`src/rtl/acq_pkg.sv`:
```
package acq_pkg;
  typedef enum logic [2:0] {
    S_IDLE  = 3'd0,
    S_FILL  = 3'd1,
    S_ARMED = 3'd2,
    S_POST  = 3'd3,
    S_DONE  = 3'd4
  } acq_state_t;
endpackage

```
`src/rtl/acq_wrap_ptr.sv`:
```
module acq_wrap_ptr #(
  parameter int ADDR_W = 6
) (
  input  logic              clk,
  input  logic              rst,
  input  logic              clr,
  input  logic              adv,
  input  logic [ADDR_W-1:0] last,
  output logic [ADDR_W-1:0] ptr,
  output logic [ADDR_W-1:0] ptr_nxt
);
  always_comb begin
    if (ptr == last) ptr_nxt = '0;
    else             ptr_nxt = ptr + 1'b1;
  end

  always_ff @(posedge clk) begin
    if (rst || clr) ptr <= '0;
    else if (adv)   ptr <= ptr_nxt;
  end

  // without a tick the address must not move
  a_r5_ptr_hold: assert property (@(posedge clk) disable iff (rst)
    (!adv && !clr) |=> $stable(ptr));
endmodule

```
`src/rtl/acq_fsm.sv`:
```
module acq_fsm
  import acq_pkg::*;
#(
  parameter int ADDR_W = 6,
  localparam int LEN_W = ADDR_W + 1
) (
  input  logic              clk,
  input  logic              rst,
  input  logic              sample_tick,
  input  logic              trig_in,
  input  logic              readout_done,
  input  logic [LEN_W-1:0]  pre_len,
  input  logic [LEN_W-1:0]  rec_len,
  input  logic [ADDR_W-1:0] ptr,
  input  logic [ADDR_W-1:0] ptr_nxt,
  output logic              ptr_clr,
  output logic              ptr_adv,
  output logic [LEN_W-1:0]  cfg_rec,
  output logic              samp_en,
  output logic              trig_arm,
  output logic              acq_done,
  output logic [ADDR_W-1:0] trig_addr
);
  acq_state_t       state, state_d;
  logic [LEN_W-1:0] cfg_pre, cnt, cnt_inc, cfg_post, pre_clamped;
  logic             trig_hit;

  assign cnt_inc     = cnt + 1'b1;
  assign cfg_post    = cfg_rec - cfg_pre;
  assign pre_clamped = (pre_len > rec_len) ? rec_len : pre_len;
  assign ptr_clr     = (state == S_IDLE);
  assign ptr_adv     = sample_tick && samp_en;
  assign trig_hit    = (state == S_ARMED) && trig_in;

  always_comb begin
    state_d = state;
    unique case (state)
      S_IDLE:  state_d = (pre_clamped == '0) ? S_ARMED : S_FILL;
      S_FILL:  if (sample_tick && cnt_inc == cfg_pre) state_d = S_ARMED;
      S_ARMED: if (trig_in) state_d = (cfg_post == '0) ? S_DONE : S_POST;
      S_POST:  if (sample_tick && cnt_inc == cfg_post) state_d = S_DONE;
      S_DONE:  if (readout_done) state_d = S_IDLE;
      default: state_d = S_IDLE;
    endcase
  end

  always_ff @(posedge clk) begin
    if (rst) begin
      state     <= S_IDLE;
      samp_en   <= 1'b0;
      trig_arm  <= 1'b0;
      acq_done  <= 1'b0;
      cnt       <= '0;
      cfg_pre   <= '0;
      cfg_rec   <= LEN_W'(1);
      trig_addr <= '0;
    end else begin
      state    <= state_d;
      samp_en  <= (state_d == S_FILL) || (state_d == S_ARMED) || (state_d == S_POST);
      trig_arm <= (state_d == S_ARMED);
      acq_done <= (state_d == S_DONE);
      if (state == S_IDLE) begin
        cfg_pre <= pre_clamped;
        cfg_rec <= rec_len;
        cnt     <= '0;
      end else if (trig_hit) begin
        cnt       <= '0;
        trig_addr <= sample_tick ? ptr_nxt : ptr;
      end else if (sample_tick && (state == S_FILL || state == S_POST)) begin
        cnt <= (state_d != state) ? '0 : cnt_inc;
      end
    end
  end

  // a fill phase never leads straight into post-trigger sampling
  a_r4_fill_no_post: assert property (@(posedge clk) disable iff (rst)
    (state == S_FILL) |=> (state == S_FILL || state == S_ARMED));
  // saved trigger address is frozen during post-trigger sampling
  a_r6_addr_frozen: assert property (@(posedge clk) disable iff (rst)
    (state == S_POST) |=> $stable(trig_addr));
  // sampling is stopped once the record is complete
  a_r7_done_stops: assert property (@(posedge clk) disable iff (rst)
    acq_done |-> !samp_en && !trig_arm);
  // completion holds until readout is acknowledged
  a_r8_done_hold: assert property (@(posedge clk) disable iff (rst)
    (acq_done && !readout_done) |=> acq_done);
  // at most one phase flag active
  a_r3_flags_excl: assert property (@(posedge clk) disable iff (rst)
    $onehot0({trig_arm, acq_done}));
endmodule

```
`src/rtl/acq_sequencer.sv`:
```
module acq_sequencer #(
  parameter int ADDR_W = 6,
  localparam int LEN_W = ADDR_W + 1
) (
  input  logic              clk,
  input  logic              rst,
  input  logic              sample_tick,
  input  logic              trig_in,
  input  logic [LEN_W-1:0]  pre_len,
  input  logic [LEN_W-1:0]  rec_len,
  input  logic              readout_done,
  output logic              samp_en,
  output logic              trig_arm,
  output logic [ADDR_W-1:0] wr_addr,
  output logic              acq_done,
  output logic [ADDR_W-1:0] trig_addr
);
  logic              ptr_clr, ptr_adv;
  logic [LEN_W-1:0]  cfg_rec, last_w;
  logic [ADDR_W-1:0] ptr_nxt;

  assign last_w = cfg_rec - 1'b1;

  acq_fsm #(.ADDR_W(ADDR_W)) u_fsm (
    .clk(clk), .rst(rst), .sample_tick(sample_tick), .trig_in(trig_in),
    .readout_done(readout_done), .pre_len(pre_len), .rec_len(rec_len),
    .ptr(wr_addr), .ptr_nxt(ptr_nxt), .ptr_clr(ptr_clr), .ptr_adv(ptr_adv),
    .cfg_rec(cfg_rec), .samp_en(samp_en), .trig_arm(trig_arm),
    .acq_done(acq_done), .trig_addr(trig_addr)
  );

  acq_wrap_ptr #(.ADDR_W(ADDR_W)) u_ptr (
    .clk(clk), .rst(rst), .clr(ptr_clr), .adv(ptr_adv),
    .last(last_w[ADDR_W-1:0]), .ptr(wr_addr), .ptr_nxt(ptr_nxt)
  );

  // write address always inside the record
  a_r5_in_range: assert property (@(posedge clk) disable iff (rst)
    !ptr_clr |-> ({1'b0, wr_addr} < cfg_rec));
endmodule

```
`config.mk`:
```
export PLATFORM = sky130hd
export DESIGN_NAME = acq_sequencer
export DESIGN_NICKNAME = d
export VERILOG_FILES = /design/src/rtl/acq_pkg.sv /design/src/rtl/acq_wrap_ptr.sv /design/src/rtl/acq_fsm.sv /design/src/rtl/acq_sequencer.sv
export SDC_FILE = /design/constraint.sdc
export NUM_CORES = 1
export LEC_CHECK = 0
export BUFFER_PORTS_ARGS = -buffer_cell sky130_fd_sc_hd__buf_4
export CAP_MARGIN = 30
export CORE_MARGIN = 2
export CORE_UTILIZATION = 50
export DETAILED_ROUTE_END_ITERATION = 8
export HOLD_SLACK_MARGIN = 0.12
export PLACE_DENSITY_LB_ADDON = 0.1
export SETUP_SLACK_MARGIN = 0.1
export SYNTH_ARGS = -nofsm -noshare
export SYNTH_HDL_FRONTEND = slang
export SYNTH_HIERARCHICAL = 1
export SYNTH_SLANG_ARGS = --single-unit
```
`constraint.sdc`:
```
create_clock -name clk -period 2.8 [get_ports clk]
set_input_delay 0.28 -clock clk [delete_from_list [all_inputs] [get_ports clk]]
set_output_delay 0.28 -clock clk [all_outputs]
set_load 0.1 [all_outputs]
```
# ---- After elaboration in Yosys (flattened, before gate mapping)
# Cells that the tools add are included.
dict set report op_classes {
  bitwise_logic 1
  add_sub_neg 4
  reduce_logical 14
  n_eq_ne 12
  magnitude_cmp 1
  muxes 11
}
# operator n
set op_table {}
lappend op_table {{3-bit 2-to-1 mux} 5}
lappend op_table {{3-bit case mux with 5 select lines} 1}
lappend op_table {{7-bit == test} 2}
lappend op_table {{7-bit logical NOT} 2}
lappend op_table {{7-bit 2-to-1 mux} 2}
lappend op_table {{3-bit by 2-bit == test with 1-bit output, second input constant} 4}
lappend op_table {{6-bit 2-to-1 mux} 2}
lappend op_table {{7-bit by 1-bit adder with 7-bit output, second input constant} 1}
lappend op_table {{7-bit greater-than comparator} 1}
lappend op_table {{7-bit subtractor} 1}
lappend op_table {{6-bit by 1-bit adder with 6-bit output, second input constant} 1}
lappend op_table {{3-bit by 1-bit == test with 1-bit output, second input constant} 2}
lappend op_table {{3-bit == test, second input constant} 2}
lappend op_table {{6-bit == test} 1}
lappend op_table {{6-bit by 1-bit subtractor with 6-bit output, second input constant} 1}
lappend op_table {{1-bit logical AND} 5}
lappend op_table {{1-bit logical OR} 4}
lappend op_table {{3-bit logical NOT} 1}
lappend op_table {{3-bit != test} 1}
lappend op_table {{3-bit OR reduction} 1}
lappend op_table {{2-bit 2-to-1 mux} 1}
lappend op_table {{2-bit AND reduction} 1}
lappend op_table {{1-bit NOT} 1}
dict set report totals {
  input_bits 19
  elab_cells 52
  regBits 39
}

# ---- Depth between registers and ports, before layout
# Gate-level depths: netlist of the first run.
dict set report logic_depth {
  word_depth 8
  ltp_mapped 12
  depth_no_buf 12
}

# ---- Hierarchy
# The synthesis of the first run kept the hierarchy.
# module cells_per_inst seq_area_each_um2 area_per_inst_um2 instances
set by_module_without_submodules {}
lappend by_module_without_submodules {acq_fsm 267 660.6 2290.9 1}
lappend by_module_without_submodules {acq_wrap_ptr 48 120.1 390.4 1}
lappend by_module_without_submodules {acq_sequencer 13 0.0 86.3 1}

# ---- Worst setup path after synthesis of the first run
# OpenSTA, ideal clock, no wires.
dict set report synth_path {
  path_type {register to register}
  startpoint {reg u_fsm.cfg_rec[0]}
  endpoint {reg u_fsm.trig_arm}
  synth_period_minus_slack_ps 2855
  path_stages_with_launch 13
  n_path_buf 0
  arrival_ps 2775
  setup_slack_ps -55
  setup_ps 79
  path_cell_list {dfxtp_1 -> inv_1 -> ha_1 -> inv_1 -> fa_1 -> a211o_1 -> a2111oi_2 -> nand3b_2 -> xnor2_1 -> nor4_4 -> a21o_1 -> or3b_4 -> a211oi_2}
}
dict set report synth_via {
  elab_chain_cells 6
  elab_cells_between_ends 9
  cone_classes {1 x add/sub; 2 x eq/ne; 4 x mux; 2 x reduce/logical}
}
# item line_no
set synth_lines {}
lappend synth_lines {{start: declaration} acq_fsm.sv:18} ;# output logic [LEN_W-1:0] cfg_rec,
lappend synth_lines {{start signal: assignment} acq_fsm.sv:64} ;# cfg_rec <= rec_len;
lappend synth_lines {{7-bit subtractor *} acq_fsm.sv:29} ;# assign cfg_post = cfg_rec - cfg_pre;
lappend synth_lines {{7-bit == test or 7-bit logical NOT (tied branches)} {acq_fsm.sv:41, acq_fsm.sv:40}}
lappend synth_lines {{1-bit logical AND or 3-bit 2-to-1 mux (tied branches)} {acq_fsm.sv:41, acq_fsm.sv:40}}
lappend synth_lines {{3-bit 2-to-1 mux (on tied branches)} {acq_fsm.sv:41, acq_fsm.sv:40}}
lappend synth_lines {{3-bit case mux with 5 select lines *} acq_fsm.sv:37} ;# unique case (state)
lappend synth_lines {{3-bit by 2-bit == test with 1-bit output *} acq_fsm.sv:60} ;# trig_arm <= (state_d == S_ARMED);
lappend synth_lines {{end signal: assignment} acq_fsm.sv:60}
lappend synth_lines {{end: declaration} acq_fsm.sv:20} ;# output logic trig_arm,
# Mark *: on every way between the ends. The rest lies on a longest branch, timed or not.
# A chain may end at the register's enable or synchronous reset.

# ---- Worst setup path in the final report of the first run
# Same ends and word-level chain as after synthesis.

==> results of run 1 <==
## flip-flops by register name, indices dropped and copies added (netlist names)
name	flops
u_fsm/samp_en	1
u_ptr/ptr	6
u_fsm/acq_done	1
u_fsm/cfg_rec	7
u_fsm/cfg_pre	7
u_fsm/cnt	7
u_fsm/trig_arm	1
u_fsm/trig_addr	6
u_fsm/state	3
## metrics by stage
step,setup slack [ns],utilization [%]
floorplan,0.07033,-
global placement,0.005811,59.26
detailed placement,-0.07853,59.26
CTS,-0.005651,61.97
global route,-0.1629,62.20
finish,-0.03123,62.20
## layer usage
metal	vias up	GRT usage, %	wire [µm]
met5	-	0	0
met4	0	4.561	24
met3	2	3.333	162
met2	46	36.03	2943
met1	1141	28.34	3059
li1	1266	-	-
## cells in the final DEF, fill, tap and decap left out, types with 3 or more instances in the layout
cell,netlist,routed
sky130_fd_sc_hd__xnor2_1,17,16
sky130_fd_sc_hd__nand2_1,27,27
sky130_fd_sc_hd__nand3_1,11,11
sky130_fd_sc_hd__or3_1,3,3
sky130_fd_sc_hd__clkbuf_8,0,6
sky130_fd_sc_hd__nor3b_1,6,6
sky130_fd_sc_hd__nor2b_1,7,7
sky130_fd_sc_hd__inv_1,21,19
sky130_fd_sc_hd__ha_1,16,15
sky130_fd_sc_hd__o21ai_0,7,7
sky130_fd_sc_hd__mux2i_1,12,12
sky130_fd_sc_hd__nor4_1,3,3
sky130_fd_sc_hd__a211oi_1,15,15
sky130_fd_sc_hd__dfxtp_1,39,38
sky130_fd_sc_hd__nor2_1,29,29
sky130_fd_sc_hd__o2111ai_1,4,4
sky130_fd_sc_hd__xor2_1,17,17
sky130_fd_sc_hd__nor3_1,5,5
sky130_fd_sc_hd__and3_1,3,3
sky130_fd_sc_hd__o21a_1,3,3
sky130_fd_sc_hd__buf_4,0,53
sky130_fd_sc_hd__nand3b_1,5,5
sky130_fd_sc_hd__nand4_1,6,6
sky130_fd_sc_hd__a21oi_1,13,13
sky130_fd_sc_hd__o31ai_1,5,5
## where the power goes
part | internal [µW] | leakage [µW] | total, µW | switching, µW
clock | 288 | 0.0000612 | 487 | 198
combinational | 257 | 0.00108 | 557 | 300
sequential | 580 | 0.000318 | 605 | 24.7
## repair_timing
item	in CTS	in global routing
setup buffers	1	0
hold buffers	0	0
gates resized for setup	6	1
pin swaps	1	0
setup endpoints to repair	13	13
## final timing paths
path                                        from                to  slack [ns]  cells after the start
worst min register to register      u_fsm/cnt[1]      u_fsm/cnt[1]        0.49                      2
worst max register to register  u_fsm/cfg_rec[0]    u_fsm/trig_arm       -0.03                     12
worst max-delay path            u_fsm/cfg_rec[0]    u_fsm/trig_arm       -0.03                     12
worst min-delay path                  rec_len[0]  u_fsm/cfg_rec[0]        0.23                      2
## worst max-delay path: stages, from the launching register on
cell and delay, ns:
sky130_fd_sc_hd__dfxtp_2 0.33, sky130_fd_sc_hd__inv_2 0.07, sky130_fd_sc_hd__ha_4 0.13, sky130_fd_sc_hd__inv_2 0.03, sky130_fd_sc_hd__fa_2 0.33, sky130_fd_sc_hd__a211o_1 0.34, sky130_fd_sc_hd__a2111oi_4 0.32, sky130_fd_sc_hd__nand3b_4 0.21
sky130_fd_sc_hd__xnor2_1 0.14, sky130_fd_sc_hd__nor4b_1 0.08, sky130_fd_sc_hd__a21o_1 0.18, sky130_fd_sc_hd__or3b_4 0.40, sky130_fd_sc_hd__a211oi_2 0.17
## logic make-up after synthesis
family | Yosys count | synth area share [%]
AO/OA/AOI/OAI | 68 | 18.22
XOR/XNOR | 36 | 12.39
adder cells (fa/ha/maj) | 17 | 7.957
buffers and inverters | 35 | 4.792
flip-flops | 39 | 28.21
multiplexers | 13 | 4.747
AND/OR/NAND/NOR | 120 | 23.69
## cell type report
class | count | area [µm²] | area share, %
timing repair buffer | 53 | 397.9 | 11.76
clock inverter | 2 | 35.03 | 1.036
multi-input combinational | 254 | 1913 | 56.55
inverter | 22 | 82.58 | 2.441
sequential | 39 | 782.0 | 23.11
clock buffer | 6 | 82.58 | 2.441
tap | 72 | 90.09 | 2.663
==> impl_results.md, run 1 <==
- Number of unique standard cell types used by synthesis: 63
- Post-detail-place hpwl: roughly 4.8 mm
- VDD IR-drop max: a little under 300 µV
- Unrepaired setup endpoints after global routing: yes
- Post-synthesis cell type with the largest combined area: sky130_fd_sc_hd__dfxtp_1
- Gr ovfl total: 0
- Leading cell types by total area after synthesis: sky130_fd_sc_hd__dfxtp_1, sky130_fd_sc_hd__ha_1, sky130_fd_sc_hd__xnor2_1, sky130_fd_sc_hd__xor2_1, sky130_fd_sc_hd__mux2i_1
- Wire length per cell after detailed routing: approximately 14 µm
- Global-route wire length before repair: about 11 mm
- Share of the synthesized area in the top cell type: between 20 and 30%
- Leakage component of the power: 0.001455 µW
- Area of the mapped netlist: between 2000 and 3000 µm²
- Max-slew violation count: 0
- Core ar.: 5439 µm²
- Number of clock buffers inserted by TritonCTS: 5
- Total nets after synthesis: ~360
- Placed cell count: 439
- Overall die area: about 6000 µm²
- Post-CTS clock slew at the launch and capture registers of the worst setup and hold paths: roughly 0.08 ns
- Antenna fix cells: 0
- Synthesized netlist cell count: between 300 and 400
- Most common library cells after synthesis: sky130_fd_sc_hd__dfxtp_1, sky130_fd_sc_hd__nor2_1, sky130_fd_sc_hd__nand2_1, sky130_fd_sc_hd__inv_1
- Cell at the root of the clock tree: sky130_fd_sc_hd__clkbuf_8
- Kind of critical path: reg2reg
- Count of port buffers added during placement: 33
- Violated checks: setup timing
- Area grow syn2layout: 22.24%
- Number of DRC violations after detailed routing: 0
- Critical Path End Type: flip-flop
- Maximum number of pins on one net before global-route repair: 31
- Number of register bits inferred by synthesis: 39
- Final Total Pwr: roughly 1600 µW
- Clock tree skew after final layout: between 0.003 and 0.004 ns
- Initial antenna violation count: 0
- Crit path required time: approximately 3.0 ns
- Maximum clock frequency: about 0.35 GHz
- Setup_tns: -0.03832 ns
- Kind of path behind the tightest hold check: in2reg
- Data arrival time of the worst path: between 3 and 4 ns
- Core Rows: 27
- Cell with the most instances after synthesis: sky130_fd_sc_hd__dfxtp_1
- H-tree Lvls: 2
- Crit start category: flip-flop
- Relative slew slack: between 60% and 70%
- Io pins: 34
- Minimum clock period after layout: between 2 and 3 ns
- Worst Tran Pin Value: 0.5487 ns
- Gp weighted congestion: a little over 0.8
- Average footprint of a synthesized cell: about 8.4 µm²
- Final worst hold slack: around 0.23 ns
- Largest buffer count on any clock path: 2
- Largest driver fanout on the critical path: 3
- Max-Cap Viols: 0
- Fraction of the cycle the final worst path needs: 101.1%
- Area after detailed placement: 3223 µm²
- First-pass iteration count of the detailed router: 4
- Die Y-Extent: between 70 and 80 µm
- Insertion delay of the later-clocked pin in the worst-skew pair: around 0.28 ns
- Share of async-settable or async-resettable flops after synthesis: 0%
- Net count, final: 411
- Filler Cells Inserted: 487
- Setup violation total in the final timing report: 2
- Total vias in the final route: between 2000 and 2500
- Final std cells w/o fill: about 450
- Sequential cell area fraction in the yosys report: roughly 28%
- Clock tree from TritonCTS: done
- Overall track demand over capacity in global routing: between 20% and 30%
- Number of global-route vias before repair: roughly 2300
- Remaining antenna violation count after routing: 0
- Final count of hold timing violations: 0
- Drt initial violations: 80
- Dominant synthesized flop cell: sky130_fd_sc_hd__dfxtp_1
- Number of vias per cell: ~5.5
- Initial Utilization: between 50% and 60%
- Fin worst setup slack: -0.03123 ns
- Width of the die: between 70 and 80 µm
- Power density normalized to cell area: roughly 490 nW/µm²
- Post-detailed-routing wire length: between 6 and 7 mm
- Post-route standard cell area excluding fillers: ~3400 µm²
- Outcome: finished with violations
- Yosys warning total: 6
- TritonCTS Sinks: 39
- Fraction of final layout cells with drive strength greater than 1: 22.34%
- Number of enable flip-flop cells after synthesis: 0
Note: power is estimated with default switching activity, not from simulation.
==> run 2, diff against run 1 <==
Settings changed: SYNTH_HIERARCHICAL 1 to default.
==> run 2 against run 1 <==
The flow still finishes with violations (setup timing). Critical endpoint is now u_fsm.cnt[4]. Via count is 7.8% higher. Register-to-register slack worse by 0.02 ns. Critical path type unchanged. Clock power is 17% higher. Sequential share of layout area is 0.13 points lower. Non-clock buffer count is 4 higher. Setup slack worse by 0.019 ns.
==> impl_results.md, run 2 <==
- Outcome: finished with violations
- Violated checks: setup timing
- Fraction of final layout cells with drive strength greater than 1: 22.28% (-0.063 points)
- Sequential cell area fraction in the yosys report: 28.53% (+0.32 points)
- Remaining antenna violation count after routing: 0 (unchanged)
- Yosys warning total: 0 (-6)
- Crit path required time: 2.99 ns (-0.02 ns)
- Total vias in the final route: 2647 (+7.8%)
- Insertion delay of the later-clocked pin in the worst-skew pair: 0.31 ns (+0.03 ns)
- Power density normalized to cell area: 650.7 nW/µm² (+34%)
- Most common cell after layout, fill and taps aside: sky130_fd_sc_hd__buf_4
- Dominant synthesized flop cell: sky130_fd_sc_hd__dfxtp_1
- Crit start category: flip-flop
- Minimum clock period after layout: 2.850 ns (+0.01886 ns)
- Kind of path behind the tightest hold check: in2reg
- Combinational family with the most area after synthesis: simple AND/OR/NAND/NOR gates
- Worst-case setup slack after placement: -0.07844 ns (+0.00009100 ns)
- Cell at the root of the clock tree: sky130_fd_sc_hd__clkbuf_8
- Max-slew violation count: 0 (unchanged)
- Area of the mapped netlist: 2736 µm² (-1.1%)
- Average footprint of a synthesized cell: 7.730 µm² (-8.4%)
- Post-synthesis cell type with the largest combined area: sky130_fd_sc_hd__dfxtp_1
- Number of cells on the worst hold path: 2 (unchanged)
- Met3 layer usage reported by global route: 4.767% (+1.4 points)
- Net count, final: 439 (+6.8%)
- Post-detail-place hpwl: 5.191 mm (+9.1%)
- Kind of critical path: reg2reg
- TritonCTS Sinks: 39 (unchanged)
- Final Core Density: 65.58% (+3.4 points)
- Wire length per cell after detailed routing: 14.41 µm (+4.3%)
- Top flop regs: u_fsm.cfg_pre (7), u_fsm.cfg_rec (7), u_fsm.cnt (7)
- Number of clock buffers inserted by TritonCTS: 5 (unchanged)
- Post-detailed-routing wire length: 6.830 mm (+10%)
- Maximum number of pins on one net before global-route repair: 28 (-9.7%)
- Most common library cells after synthesis: sky130_fd_sc_hd__nor2_1, sky130_fd_sc_hd__dfxtp_1, sky130_fd_sc_hd__nand2_1, sky130_fd_sc_hd__a21oi_1
- Global-route layer with the greatest usage: met2
- Relative slew slack: 67.13% (+3.8 points)
- Worst Tran Pin Value: 0.4793 ns (-0.06941 ns)
- Synth Area in Adders: 8.048% (+0.091 points)
- Number of enable flip-flop cells after synthesis: 0 (unchanged)
- Antenna fix cells: 0 (unchanged)
- Timing startpoint of the critical path: u_fsm.cfg_rec[0]
- H-tree Lvls: 2 (unchanged)
- Simple logic cell fraction of the synthesized area: 24.01% (+0.32 points)
- Area grow syn2layout: 24.74%
- Clock tree skew after final layout: 0.01260 ns (+0.008861 ns)
- Final std cells w/o fill: 474 (+5.8%)
- Setup violation total in the final timing report: 7 (+5)
- Data arrival time of the worst path: 3.04 ns (about the same)
- Overall track demand over capacity in global routing: 23.72% (+2.6 points)
- Leakage component of the power: 0.001394 µW (-4.2%)
- Placed cell count: 464 (+5.7%)
- Initial Utilization: 52.57% (+1.7 points)
- Number of vias per cell: 5.584 (+1.9%)
- Core Rows: 26 (-3.7%)
- VDD IR-drop max: 370.7 µV (+25%)
- Number of unique standard cell types used by synthesis: 51 (-19%)
- Unrepaired setup endpoints after global routing: yes
- Number of register bits inferred by synthesis: 39 (unchanged)
- Initial antenna violation count: 0 (unchanged)
- Fraction of the cycle the final worst path needs: 101.8% (+0.67 points)
- Share of async-settable or async-resettable flops after synthesis: 0% (unchanged)
- Width of the die: 77.98 µm (-0.54%)
- Logic depth of the worst register-to-register path: 12 (unchanged)
- Number of global-route vias before repair: 2477 (+6.6%)
- Leading cell types by total area after synthesis: sky130_fd_sc_hd__dfxtp_1, sky130_fd_sc_hd__ha_1, sky130_fd_sc_hd__xnor2_1, sky130_fd_sc_hd__nor2_1, sky130_fd_sc_hd__a21oi_1
- Compound-gate portion of the synthesized area: 20.62% (+2.4 points)
- Synthesized netlist cell count: 354 (+7.9%)
- Total nets after synthesis: 390 (+7.1%)
- Multiplexer share of the synthesized area: 1.829% (-2.9 points)
- Largest driver fanout on the critical path: 5 (+2)
- Startpoint of the most critical register-to-register path: u_fsm.cfg_rec[0]
- Highest-count cells in the layout ignoring fill and taps: sky130_fd_sc_hd__buf_4, sky130_fd_sc_hd__nor2_1, sky130_fd_sc_hd__nand2_1
- Hold Path Sink: u_fsm.cfg_rec[0]
- Setup slack, reg-to-reg: -0.05 ns (-0.02 ns)
- Overall die area: 6081 µm² (-1.1%)
- First-pass iteration count of the detailed router: 4 (unchanged)
- Io pins: 34 (unchanged)
- Gp weighted congestion: 0.8185 (-1.0%)
- Fin worst setup slack: -0.05009 ns (-0.01886 ns)
- Cell with the most instances after synthesis: sky130_fd_sc_hd__nor2_1
- GR Layer Usage met1: 31.53% (+3.2 points)
- Largest buffer count on any clock path: 2 (unchanged)
- Final count of hold timing violations: 0 (unchanged)
- Die Y-Extent: 77.98 µm (-0.54%)
- Core ar.: 5205 µm² (-4.3%)
- Max-Cap Viols: 0 (unchanged)
- Drt initial violations: 124 (+55%)
- Post-CTS clock slew at the launch and capture registers of the worst setup and hold paths: 0.09 ns (about the same)
- Share of the synthesized area in the top cell type: 28.53% (+0.32 points)
- Hold Path Origin: rec_len[0]
- Gr ovfl total: 0 (unchanged)
- Number of DRC violations after detailed routing: 0 (unchanged)
- Critical register-to-register path endpoint: u_fsm.cnt[4]
- Clock tree from TritonCTS: done
- Critical Path End Type: flip-flop
- Global-route wire length before repair: 11.59 mm (+9.3%)
- Maximum clock frequency: 0.3509 GHz (-0.66%)
- Global-route met2 utilization: 38.36% (+2.3 points)
- Count of port buffers added during placement: 33 (unchanged)
- Xor and xnor area share after synthesis: 11.93% (-0.45 points)
## run 2: worst max-delay path: stages (launching register included)
cell	delay, ns
sky130_fd_sc_hd__dfxtp_2	0.33
sky130_fd_sc_hd__inv_2	0.07
sky130_fd_sc_hd__ha_4	0.14
sky130_fd_sc_hd__inv_2	0.03
sky130_fd_sc_hd__fa_2	0.34
sky130_fd_sc_hd__a211o_1	0.31
sky130_fd_sc_hd__o21ai_2	0.10
sky130_fd_sc_hd__xnor3_1	0.24
sky130_fd_sc_hd__or4_4	0.43
sky130_fd_sc_hd__a211oi_4	0.26
sky130_fd_sc_hd__o21a_1	0.18
sky130_fd_sc_hd__a21o_1	0.21
sky130_fd_sc_hd__nor2_1	0.07
## run 2: cell type report
class / count / area (µm²)
Clock buffer: 5 / 68.82
Clock inverter: 3 / 67.56
Fill cell: 446 / 1792
Inverter: 21 / 78.83
Multi-Input combinational cell: 279 / 1898
Sequential cell: 39 / 784.5
Tap cell: 70 / 87.58
Timing Repair Buffer: 57 / 427.9
## run 2: metrics by stage
stage / setup TNS [ns] / power (µW) / hold WS [ns] / instance area, µm²
2_1_floorplan: 0 / 1345 / 0.3978 / 2753
3_3_place_gp: -0.01201 / 1585 / 0.4611 / 3199
3_5_place_dp: -0.3965 / 1602 / 0.4657 / 3199
4_1_cts: -0.4229 / 2207 / 0.2094 / 3400
5_1_grt: -2.209 / 2355 / 0.2127 / 3413
6_report: -0.2562 / 2221 / 0.2075 / 3413
## run 2: timing repair
item,in CTS,in global routing
hold buffers,0,0
cloned,0,0
gates resized for setup,10,4
buffers inserted,2,0
pin swaps,5,5
setup endpoints to repair,13,13
## run 2: cell families after synthesis
group | count (synthesis)
xor+xnor | 34
fa+ha+maj | 17
mux | 5
compound gates | 86
simple gates | 137
buf+inv | 36
flops | 39
## run 2: per-layer routing
layer  wire length [µm]  share of wire, %
met4                130               1.9
met3                347               5.1
met2               3179                47
met1               3172                46
met5                  0                 0
## run 2: power breakdown
part / leakage [µW] / internal [µW] / switching, µW
logic: 0.00101 / 438 / 551
clock network: 0.0000644 / 355 / 213
registers: 0.000319 / 608 / 55.0
total: 0.00139 / 1400 / 819
## run 2: how the worst max path moves through the flow
stage                                end  slack (ns)
after global routing      u_fsm.trig_arm       -0.24
after detailed placement    u_fsm.cnt[4]       -0.08
after global placement      u_fsm.cnt[4]      -0.004
after CTS                   u_fsm.cnt[4]       -0.07
after floorplan             u_fsm.cnt[2]        0.11
final                       u_fsm.cnt[4]       -0.05
